[src/rtl/pdm_fe_pkg.sv]
package pdm_fe_pkg;

    typedef enum logic [1:0] {
        PH_IDLE = 2'd0,
        PH_ARM  = 2'd1,
        PH_HIGH = 2'd2,
        PH_LOW  = 2'd3
    } phase_t;

    typedef enum logic [1:0] {
        LV_PASS = 2'd0,
        LV_HALF = 2'd1,
        LV_MUTE = 2'd2,
        LV_SILN = 2'd3
    } level_t;

    localparam logic [1:0] RATE_STOP = 2'd3;

endpackage

[src/rtl/pdm_fe_clkgen.sv]
module pdm_fe_clkgen
    import pdm_fe_pkg::*;
#(
    parameter int CNT_W = 8,
    parameter int HI_R0 = 24,
    parameter int LO_R0 = 16,
    parameter int HI_R1 = 15,
    parameter int LO_R1 = 15,
    parameter int HI_R2 = 10,
    parameter int LO_R2 = 10
) (
    input  logic       clk,
    input  logic       rst_n,
    input  logic       enable,
    input  logic [1:0] rate_sel,
    output logic       mic_clk,
    output logic       rise_p,
    output logic       fall_p,
    output logic       active
);

    phase_t             st, st_nxt;
    logic [1:0]         cur_rate;
    logic [CNT_W-1:0]   cnt, cnt_nxt;
    logic [CNT_W-1:0]   hi_cnt, lo_cnt;

    always_comb begin
        unique case (cur_rate)
            2'd0: begin
                hi_cnt = CNT_W'(HI_R0);
                lo_cnt = CNT_W'(LO_R0);
            end
            2'd1: begin
                hi_cnt = CNT_W'(HI_R1);
                lo_cnt = CNT_W'(LO_R1);
            end
            default: begin
                hi_cnt = CNT_W'(HI_R2);
                lo_cnt = CNT_W'(LO_R2);
            end
        endcase
    end

    always_comb begin
        st_nxt  = st;
        cnt_nxt = cnt;
        unique case (st)
            PH_IDLE: begin
                if (enable && rate_sel != RATE_STOP) begin
                    st_nxt = PH_ARM;
                end
            end
            PH_ARM: begin
                st_nxt  = PH_HIGH;
                cnt_nxt = hi_cnt - CNT_W'(1);
            end
            PH_HIGH: begin
                if (cnt == '0) begin
                    st_nxt  = PH_LOW;
                    cnt_nxt = lo_cnt - CNT_W'(1);
                end else begin
                    cnt_nxt = cnt - CNT_W'(1);
                end
            end
            PH_LOW: begin
                if (cnt == '0) begin
                    st_nxt  = PH_HIGH;
                    cnt_nxt = hi_cnt - CNT_W'(1);
                end else begin
                    cnt_nxt = cnt - CNT_W'(1);
                end
            end
        endcase
        if (st != PH_IDLE && (!enable || rate_sel != cur_rate)) begin
            st_nxt  = PH_IDLE;
            cnt_nxt = '0;
        end
    end

    // state register
    always_ff @(posedge clk or negedge rst_n) begin
        if (!rst_n) begin
            st       <= PH_IDLE;
            cnt      <= '0;
            cur_rate <= 2'd0;
        end else begin
            st  <= st_nxt;
            cnt <= cnt_nxt;
            if (st == PH_IDLE && st_nxt == PH_ARM) begin
                cur_rate <= rate_sel;
            end
        end
    end

    // registered outputs
    always_ff @(posedge clk or negedge rst_n) begin
        if (!rst_n) begin
            mic_clk <= 1'b0;
            rise_p  <= 1'b0;
            fall_p  <= 1'b0;
            active  <= 1'b0;
        end else begin
            mic_clk <= (st_nxt == PH_HIGH);
            rise_p  <= (st_nxt == PH_HIGH) && (st != PH_HIGH);
            fall_p  <= (st_nxt == PH_LOW) && (st == PH_HIGH);
            active  <= (st_nxt == PH_HIGH) || (st_nxt == PH_LOW);
        end
    end

    // phase-length observers for the properties below
    logic [CNT_W-1:0] hrun, lrun;
    logic             lo_seen;

    always_ff @(posedge clk or negedge rst_n) begin
        if (!rst_n) begin
            hrun    <= '0;
            lrun    <= '0;
            lo_seen <= 1'b0;
        end else begin
            hrun    <= mic_clk ? hrun + CNT_W'(1) : '0;
            lrun    <= mic_clk ? '0 : lrun + CNT_W'(1);
            lo_seen <= fall_p ? 1'b1 : (active ? lo_seen : 1'b0);
        end
    end


    hi_phase_len_chk: assert property (@(posedge clk) disable iff (!rst_n)
        $fell(mic_clk) && active |-> hrun == hi_cnt);


    lo_phase_len_chk: assert property (@(posedge clk) disable iff (!rst_n)
        $rose(mic_clk) && lo_seen |-> lrun == lo_cnt);


    stop_clk_low_chk: assert property (@(posedge clk) disable iff (!rst_n)
        !enable || rate_sel == RATE_STOP |=> !mic_clk);


    restart_high_chk: assert property (@(posedge clk) disable iff (!rst_n)
        $rose(active) |-> mic_clk && rise_p);

endmodule

[src/rtl/pdm_fe_capture.sv]
module pdm_fe_capture #(
    parameter int N_PINS  = 2,
    parameter int CAP_DLY = 3,
    localparam int NCH    = 2 * N_PINS
) (
    input  logic              clk,
    input  logic              rst_n,
    input  logic              active,
    input  logic              rise_p,
    input  logic              fall_p,
    input  logic [N_PINS-1:0] mux_mode,
    input  logic [N_PINS-1:0] swap_lr,
    input  logic [N_PINS-1:0] pin,
    output logic [NCH-1:0]    raw_bit,
    output logic [NCH-1:0]    raw_vld
);

    logic [CAP_DLY-1:0] rpipe, fpipe;
    logic               rstb, fstb;
    logic [NCH-1:0]     cap_bit, cap_vld;

    always_ff @(posedge clk or negedge rst_n) begin
        if (!rst_n) begin
            rpipe <= '0;
            fpipe <= '0;
        end else if (!active) begin
            rpipe <= '0;
            fpipe <= '0;
        end else begin
            rpipe[0] <= rise_p;
            fpipe[0] <= fall_p;
            for (int i = 1; i < CAP_DLY; i++) begin
                rpipe[i] <= rpipe[i-1];
                fpipe[i] <= fpipe[i-1];
            end
        end
    end

    assign rstb = rpipe[CAP_DLY-1];
    assign fstb = fpipe[CAP_DLY-1];

    for (genvar p = 0; p < N_PINS; p++) begin : g_pin
        always_ff @(posedge clk or negedge rst_n) begin
            if (!rst_n) begin
                cap_bit[2*p+:2] <= 2'b00;
                cap_vld[2*p+:2] <= 2'b00;
            end else if (!active) begin
                cap_bit[2*p+:2] <= 2'b00;
                cap_vld[2*p+:2] <= 2'b00;
            end else begin
                cap_vld[2*p]   <= rstb;
                cap_vld[2*p+1] <= mux_mode[p] ? fstb : rstb;
                if (rstb) begin
                    cap_bit[2*p] <= pin[p];
                    if (!mux_mode[p]) begin
                        cap_bit[2*p+1] <= pin[p];
                    end
                end
                if (fstb && mux_mode[p]) begin
                    cap_bit[2*p+1] <= pin[p];
                end
            end
        end

        always_comb begin
            if (swap_lr[p]) begin
                raw_bit[2*p]   = cap_bit[2*p+1];
                raw_bit[2*p+1] = cap_bit[2*p];
                raw_vld[2*p]   = cap_vld[2*p+1];
                raw_vld[2*p+1] = cap_vld[2*p];
            end else begin
                raw_bit[2*p+:2] = cap_bit[2*p+:2];
                raw_vld[2*p+:2] = cap_vld[2*p+:2];
            end
        end


        single_pair_vld_chk: assert property (@(posedge clk) disable iff (!rst_n)
            cap_vld[2*p+1] && !$past(mux_mode[p]) |-> cap_vld[2*p]);


        even_vld_pulse_chk: assert property (@(posedge clk) disable iff (!rst_n)
            cap_vld[2*p] |=> !cap_vld[2*p]);
    end


    vld_needs_run_chk: assert property (@(posedge clk) disable iff (!rst_n)
        |cap_vld |-> $past(active));

endmodule

[src/rtl/pdm_fe_level.sv]
module pdm_fe_level
    import pdm_fe_pkg::*;
(
    input  logic       clk,
    input  logic       rst_n,
    input  logic       active,
    input  logic       in_bit,
    input  logic       in_vld,
    input  logic [1:0] level,
    output logic       out_bit,
    output logic       out_vld
);

    logic [1:0] idx;
    logic       nb;
    logic       is_mute;

    assign is_mute = (level_t'(level) == LV_MUTE) || (level_t'(level) == LV_SILN);

    always_comb begin
        unique case (level_t'(level))
            LV_PASS: nb = in_bit;
            LV_HALF: nb = idx[0] ? idx[1] : in_bit;
            LV_MUTE: nb = idx[0];
            LV_SILN: nb = idx[0];
        endcase
    end

    always_ff @(posedge clk or negedge rst_n) begin
        if (!rst_n) begin
            idx     <= 2'd0;
            out_bit <= 1'b0;
            out_vld <= 1'b0;
        end else if (!active) begin
            idx     <= 2'd0;
            out_bit <= 1'b0;
            out_vld <= 1'b0;
        end else begin
            out_vld <= in_vld;
            if (in_vld) begin
                out_bit <= nb;
                idx     <= idx + 2'd1;
            end
        end
    end

    // observers for the idle-pattern properties
    logic mute_q, seen_q, prev_mute, last_bit;

    always_ff @(posedge clk or negedge rst_n) begin
        if (!rst_n) begin
            mute_q    <= 1'b0;
            seen_q    <= 1'b0;
            prev_mute <= 1'b0;
            last_bit  <= 1'b0;
        end else if (!active) begin
            mute_q    <= 1'b0;
            seen_q    <= 1'b0;
            prev_mute <= 1'b0;
            last_bit  <= 1'b0;
        end else begin
            if (in_vld) begin
                mute_q <= is_mute;
            end
            if (out_vld) begin
                seen_q    <= 1'b1;
                prev_mute <= mute_q;
                last_bit  <= out_bit;
            end
        end
    end


    mute_alternates_chk: assert property (@(posedge clk) disable iff (!rst_n)
        out_vld && mute_q && prev_mute |-> out_bit != last_bit);


    mute_first_zero_chk: assert property (@(posedge clk) disable iff (!rst_n)
        out_vld && mute_q && !seen_q |-> !out_bit);


    stop_clears_chk: assert property (@(posedge clk) disable iff (!rst_n)
        !active |=> !out_vld);

endmodule

[src/rtl/pdm_mic_frontend.sv]
module pdm_mic_frontend
    import pdm_fe_pkg::*;
#(
    parameter int N_PINS  = 2,
    parameter int CNT_W   = 8,
    parameter int HI_R0   = 24,
    parameter int LO_R0   = 16,
    parameter int HI_R1   = 15,
    parameter int LO_R1   = 15,
    parameter int HI_R2   = 10,
    parameter int LO_R2   = 10,
    parameter int CAP_DLY = 3,
    localparam int NCH    = 2 * N_PINS
) (
    input  logic              clk,
    input  logic              rst_n,
    input  logic              enable,
    input  logic [1:0]        rate_sel,
    input  logic [N_PINS-1:0] mux_mode,
    input  logic [N_PINS-1:0] swap_lr,
    input  logic [2*NCH-1:0]  level,
    input  logic [N_PINS-1:0] dmic_data,
    output logic              dmic_clk,
    output logic [NCH-1:0]    ch_bit,
    output logic [NCH-1:0]    ch_vld
);

    logic           rise_p, fall_p, active;
    logic [NCH-1:0] raw_bit, raw_vld;

    pdm_fe_clkgen #(
        .CNT_W (CNT_W),
        .HI_R0 (HI_R0),
        .LO_R0 (LO_R0),
        .HI_R1 (HI_R1),
        .LO_R1 (LO_R1),
        .HI_R2 (HI_R2),
        .LO_R2 (LO_R2)
    ) u_clkgen (
        .clk      (clk),
        .rst_n    (rst_n),
        .enable   (enable),
        .rate_sel (rate_sel),
        .mic_clk  (dmic_clk),
        .rise_p   (rise_p),
        .fall_p   (fall_p),
        .active   (active)
    );

    pdm_fe_capture #(
        .N_PINS  (N_PINS),
        .CAP_DLY (CAP_DLY)
    ) u_capture (
        .clk      (clk),
        .rst_n    (rst_n),
        .active   (active),
        .rise_p   (rise_p),
        .fall_p   (fall_p),
        .mux_mode (mux_mode),
        .swap_lr  (swap_lr),
        .pin      (dmic_data),
        .raw_bit  (raw_bit),
        .raw_vld  (raw_vld)
    );

    for (genvar c = 0; c < NCH; c++) begin : g_chan
        pdm_fe_level u_level (
            .clk     (clk),
            .rst_n   (rst_n),
            .active  (active),
            .in_bit  (raw_bit[c]),
            .in_vld  (raw_vld[c]),
            .level   (level[2*c+:2]),
            .out_bit (ch_bit[c]),
            .out_vld (ch_vld[c])
        );
    end


    no_vld_when_low_chk: assert property (@(posedge clk) disable iff (!rst_n)
        |ch_vld |-> $past(active));

endmodule

[config.mk]
export PLATFORM = sky130hd
export DESIGN_NAME = pdm_mic_frontend
export DESIGN_NICKNAME = d
export VERILOG_FILES = /design/src/rtl/pdm_fe_pkg.sv /design/src/rtl/pdm_fe_clkgen.sv /design/src/rtl/pdm_fe_capture.sv /design/src/rtl/pdm_fe_level.sv /design/src/rtl/pdm_mic_frontend.sv
export SDC_FILE = /design/constraint.sdc
export NUM_CORES = 1
export LEC_CHECK = 0
export ABC_AREA = 1
export BUFFER_PORTS_ARGS = -buffer_cell sky130_fd_sc_hd__buf_4
export CAP_MARGIN = 20
export CORE_AREA = 2 2 91 93
export DETAILED_ROUTE_END_ITERATION = 10
export DIE_AREA = 0 0 93 95
export PLACE_DENSITY_LB_ADDON = 0.25
export SETUP_SLACK_MARGIN = 0.4
export SLEW_MARGIN = 20
export SYNTH_ARGS = -nofsm -noshare
export SYNTH_HDL_FRONTEND = slang
export SYNTH_SLANG_ARGS = --single-unit
[constraint.sdc]
create_clock -name clk -period 2 [get_ports clk]
set_input_delay 0.6 -clock clk [delete_from_list [all_inputs] [get_ports clk]]
set_output_delay 0.6 -clock clk [all_outputs]
set_load 0.005 [all_outputs]
# Yosys cells after proc, flatten, opt, wreduce, memory -nomap -nowiden
# Index checks and enable logic that the tools add are counted.
[totals]
mem_bits_ro = 0
input_bits = 19
out_inout_bits = 9
latch_bits = 0
mem_count = 0
elab_cells = 147
ram_bits = 0
reg_bits = 46
[op_classes]
n_bitwise = 0
n_lt_le_gt_ge = 0
mux = 57
div = 0
n_shift = 0
mul = 0
addsub = 7
reduce_logical = 25
n_eq_ne = 31
[ops]
columns = ["op", "n"]
rows = [
  ["2-bit two-way mux", 22],
  ["2-bit == test, second input constant", 12],
  ["8-bit two-way mux", 3],
  ["8-bit one-hot mux with 3 select lines", 1],
  ["1-bit two-way mux", 22],
  ["5-bit one-hot mux with 2 select lines", 2],
  ["2-bit by 1-bit == test with 1-bit output, second input constant", 7],
  ["2-bit zero test", 6],
  ["1-bit one-hot mux with 3 select lines", 4],
  ["5-bit by 1-bit subtractor with 6-bit output, second input constant", 2],
  ["2-bit by 1-bit != test with 1-bit output, second input constant", 5],
  ["2-bit by 1-bit adder with 2-bit output, second input constant", 4],
  ["8-bit zero test", 1],
  ["2-bit one-hot mux with 4 select lines", 1],
  ["2-bit OR reduction", 4],
  ["8-bit by 1-bit subtractor with 8-bit output, second input constant", 1],
  ["1-bit logical AND", 7],
  ["3-bit two-way mux", 2],
  ["3-bit by 1-bit != test with 1-bit output, second input constant", 2],
  ["3-bit by 2-bit != test with 1-bit output, second input constant", 2],
  ["2-bit != test, second input constant", 2],
  ["2-bit AND reduction", 2],
  ["4-bit nonzero test", 1],
  ["1-bit logical OR", 2],
  ["3 further kinds", 3],
]

# Longest topological paths before layout
[logic_depth]
ltp_word = 7
ltp_mapped = 10
depth_no_buf = 10

# Hierarchy
# A second synthesis with hierarchy kept.
[unflattened]
cells_unflattened = 323
hier_area_um2 = 2446.1
[by_module_without_submodules]
columns = ["mod", "seq_area_each_um2", "cells_each", "area_per_inst_um2", "instances"]
rows = [
  ["pdm_fe_clkgen", 400.4, 142, 1083.5, 1],
  ["pdm_fe_level", 100.1, 26, 188.9, 4],
  ["pdm_fe_capture", 325.3, 77, 606.8, 1],
]

# Least setup slack after synthesis
# No wires, ideal clock.
[synth_timing]
path_type = "reg-to-reg"
startpoint = "register u_clkgen.cnt[0]"
endpoint = "register u_clkgen.cnt[0]"
setup_ns = 0.124
path_buffers = 0
path_slack_ns = 0.574
period_less_slack_ns = 1.426
stages_incl_launch_ff = 10
required_ns = 1.876
t_arrival_ns = 1.302
cell_sequence = "dfrtp_1 inv_1 ha_1 nand2_1 nor2_2 nand2_2 nand2_2 nand2_1 o211ai_1 nand2_1"
[synth_between]
elab_chain_cells = 4
elab_cells_between_ends = 6
cone_classes = "1 x add/sub; 4 x mux; 1 x reduce/logical"
[synth_lines]
columns = ["element", "line_no", "text"]
rows = [
  ["from (decl)", "pdm_fe_clkgen.sv:24", "logic [CNT_W-1:0] cnt, cnt_nxt;"],
  ["from (signal assigned)", "pdm_fe_clkgen.sv:88", "cnt <= cnt_nxt;"],
  ["8-bit by 1-bit subtractor with 8-bit output / 8-bit zero test (equally long branches)", "--", ""],
  ["8-bit two-way mux, on equally long branches", "pdm_fe_clkgen.sv:66, pdm_fe_clkgen.sv:58", ""],
  ["8-bit one-hot mux with 3 select lines (*)", "pdm_fe_clkgen.sv:47", "unique case (st)"],
  ["8-bit two-way mux (*)", "pdm_fe_clkgen.sv:74", "if (st != PH_IDLE && (!enable || rate_sel != cur_rate)) begin"],
]
# Every way passes the cells marked *; elsewhere a longest branch is shown, timed or not.
# A chain may end at the register's enable or synchronous reset.

# Worst setup path after layout
[layout_timing]
startpoint = "register u_clkgen.cnt[1]"
endpoint = "register u_clkgen.cnt[3]"
# The elaborated chain is that of the path after synthesis.

==> metrics.txt <==
status=finished clean; routability cong.=0.871; Worst Path Max Fanout=4; Leakage=0.00150 uW; final hold vios=0; Fill cells=847; post-synthesis sequential area ratio=47.9%; minimum clock period=1.51 ns; Placement Setup Slack=0.381 ns; syn_area_per_cell=7.77 um^2; Buf/Inv on CP=2; HP Class=primary input to asynchronous set/reset pin; # IOs=28; Max VDD drop=587 uV; Root Driver=clkbuf_8; vias=1862; first-pass GRT wire length=8.17 mm; slowest stage delay, CP=0.40 ns; fin crit share=75.4%; commonest non-fill, non-tap cell in the layout=nand2_1; worst path cell trace=inv_1 -> ha_4 -> nand2_1 -> nor2_4 -> buf_4 -> nand3_1 -> nand2_1 -> nand2_1 -> nand3_1 -> nand2_1; DR pass1 iterations=4; share of cells above drive strength 1=18.6%; clock slew at reported path FFs=0.09 ns; max-cap violations=0; Synth Register Bits=44; Worst Tran Pin Value=0.565 ns; CP Capture Type=register; setup TNS=0 ns; crit start category=register; clock buffer depth=2; standard-cell rows=33; asr flop ratio synth=100%; clock latency on the worst-skew pair=0.30 ns; Setup CP Type=register to register; Vias per Instance=4.30; Starting Density=29.0%; clock sink count=44; Die W=93 um; drt total wl=4.85 mm; pin count of the biggest net entering global routing=45; CTS Buf Count=5; Synth Cell Area=2300 um^2; GRT overflow=0; Worst Setup Slack, final=0.491 ns; number of synthesized flops with an enable pin=0; slowest stage cell, crit path=dfrtp_1; core footprint=7930 um^2; Layout area overhead=20.6%; most common flop cell mapped by yosys=dfrtp_1; syn_nets=319; 1st-iter DRT viols=50; critical path arrival=1.70 ns; Gate Count Post-Synth=296; die area=8840 um^2; fmax=663 MHz; Req. time, crit path=2.20 ns; relative slew slack=62.3%; reg-to-reg critical path startpoint=u_clkgen.cnt[1]; pwr dens=1120 nW/um^2; Cell variety after synth=26; H-tree Lvls=2; chip height=95 um; post-route ant nets=0; detailed placer's ending HPWL=3.40 mm; number of synthesis warnings=0; Setup-failing EPs final=0; unrepaired setup endpoints after global routing=false; vias in the first global route=1828; hold buffer count at cts=0; Hold Slack=0.285 ns; Worst R2R Path Depth=10; wire length per cell=11.2 um; RR Endpoint=u_clkgen.cnt[3]; most frequent cells in the layout=nand2_1, dfrtp_1, inv_1, buf_4; most frequent CP cell=nand2_1; CTS tree=yes; R2R Setup Slk=0.49 ns; GRT Util Overall=11.8%; CP delay by family, top=simple AND/OR/NAND/NOR gates; antenna violations before repair=0; Post-layout nets=350; port bufs=27; final max-slew violation count=0; Util after Layout=35.0%; Inserted Diodes=0; drc violations=0; Final Skew=0.00732 ns
[repair_timing]
item | 4_1_cts | 5_1_grt
buffers inserted | 0 | 4
pin swaps | 0 | 1
resized for setup | 1 | 8
setup endpoints to repair | 5 | 10
[routing by layer]
layer	track usage [%]	wire (um)	vias to the layer above
met5	0	0	-
met2	21.1	2350	24
met3	2.87	164	7
li1	-	-	985
met4	4.41	78	0
met1	13.7	2250	846
[worst max-delay path by stage]
stage / startpoint / cells past startpoint / endpoint
final: u_clkgen.cnt[1] / 10 / u_clkgen.cnt[3]
after global routing: u_clkgen.cnt[1] / 10 / u_clkgen.cnt[2]
after CTS: u_clkgen.cnt[0] / 9 / u_clkgen.cnt[0]
after detailed placement: rate_sel[1] / 7 / u_clkgen.cnt[1]
after global placement: rate_sel[1] / 7 / u_clkgen.cnt[4]
after floorplan: u_clkgen.cnt[0] / 9 / u_clkgen.cnt[0]
[Yosys cell counts (2+ instances only)]
library cell  count  area share [%]
nand2_2           2            0.54
buf_2             2            0.44
nor2_4            2            0.98
xnor2_1           4             1.5
nand3_1          17             3.7
dfrtp_1          44              48
buf_4             8             2.6
o21ai_0          23             5.0
nand2_1          88              14
nor2_1           24             3.9
inv_1            40             6.5
nand3b_1          5             1.6
a22oi_1           2            0.65
a21oi_1          10             2.2
nor2_2            4             1.1
o211ai_1          2            0.65
ha_1              4             2.2
inv_2             5            0.82
xor2_1            3             1.1
[layout make-up]
| type | count | area (um^2) | share of cell area, % |
|---|---|---|---|
| clock inverter | 2 | 38.8 | 1.40 |
| clock buffer | 6 | 82.6 | 2.98 |
| timing repair buffer | 34 | 255 | 9.20 |
| sequential | 44 | 1100 | 39.7 |
| multi-input combinational | 197 | 996 | 35.9 |
| tap | 105 | 131 | 4.73 |
| inverter | 45 | 169 | 6.09 |
[where the power goes]
group	total [uW]	switching, uW	internal, uW
Combinational	1280	762	522
Sequential	1080	117	967
Clock	739	330	409
[worst register-to-register path: stages (launching register included)]
cell	delay, ns
dfrtp_1	0.40
inv_1	0.11
ha_4	0.16
nand2_1	0.10
nor2_4	0.17
buf_4	0.14
nand3_1	0.09
nand2_1	0.08
nand2_1	0.05
nand3_1	0.06
nand2_1	0.05
[logic make-up after synthesis]
kind of cell | after synthesis | share of synthesized area (%)
buf+inv | 55 | 10.4
flops | 44 | 47.9
compound gates | 42 | 10.0
fa+ha+maj | 4 | 2.18
simple gates | 144 | 26.9
xor+xnor | 7 | 2.66
[metrics by stage]
stage | power, uW | std cells | area (um^2)
2_1_floorplan | 1840 | 296 | 2300
3_5_place_dp | 2180 | 421 | 2590
4_1_cts | 2960 | 429 | 2710
3_3_place_gp | 2180 | 421 | 2590
5_1_grt | 3380 | 433 | 2780
6_report | 3110 | 433 | 2780
[flip-flops by register name, summed over array words and instances, names as in the netlist, 2 cells and up]
| register | count |
|---|---|
| g_chan.u_level.out_bit | 4 |
| g_chan.u_level.idx | 8 |
| u_capture.cap_bit | 4 |
| u_capture.cap_vld | 3 |
| u_capture.rpipe | 3 |
| g_chan.u_level.out_vld | 4 |
| u_clkgen.cur_rate | 2 |
| u_clkgen.cnt | 8 |
| u_capture.fpipe | 3 |
Note: power is estimated with default switching activity, not from simulation.
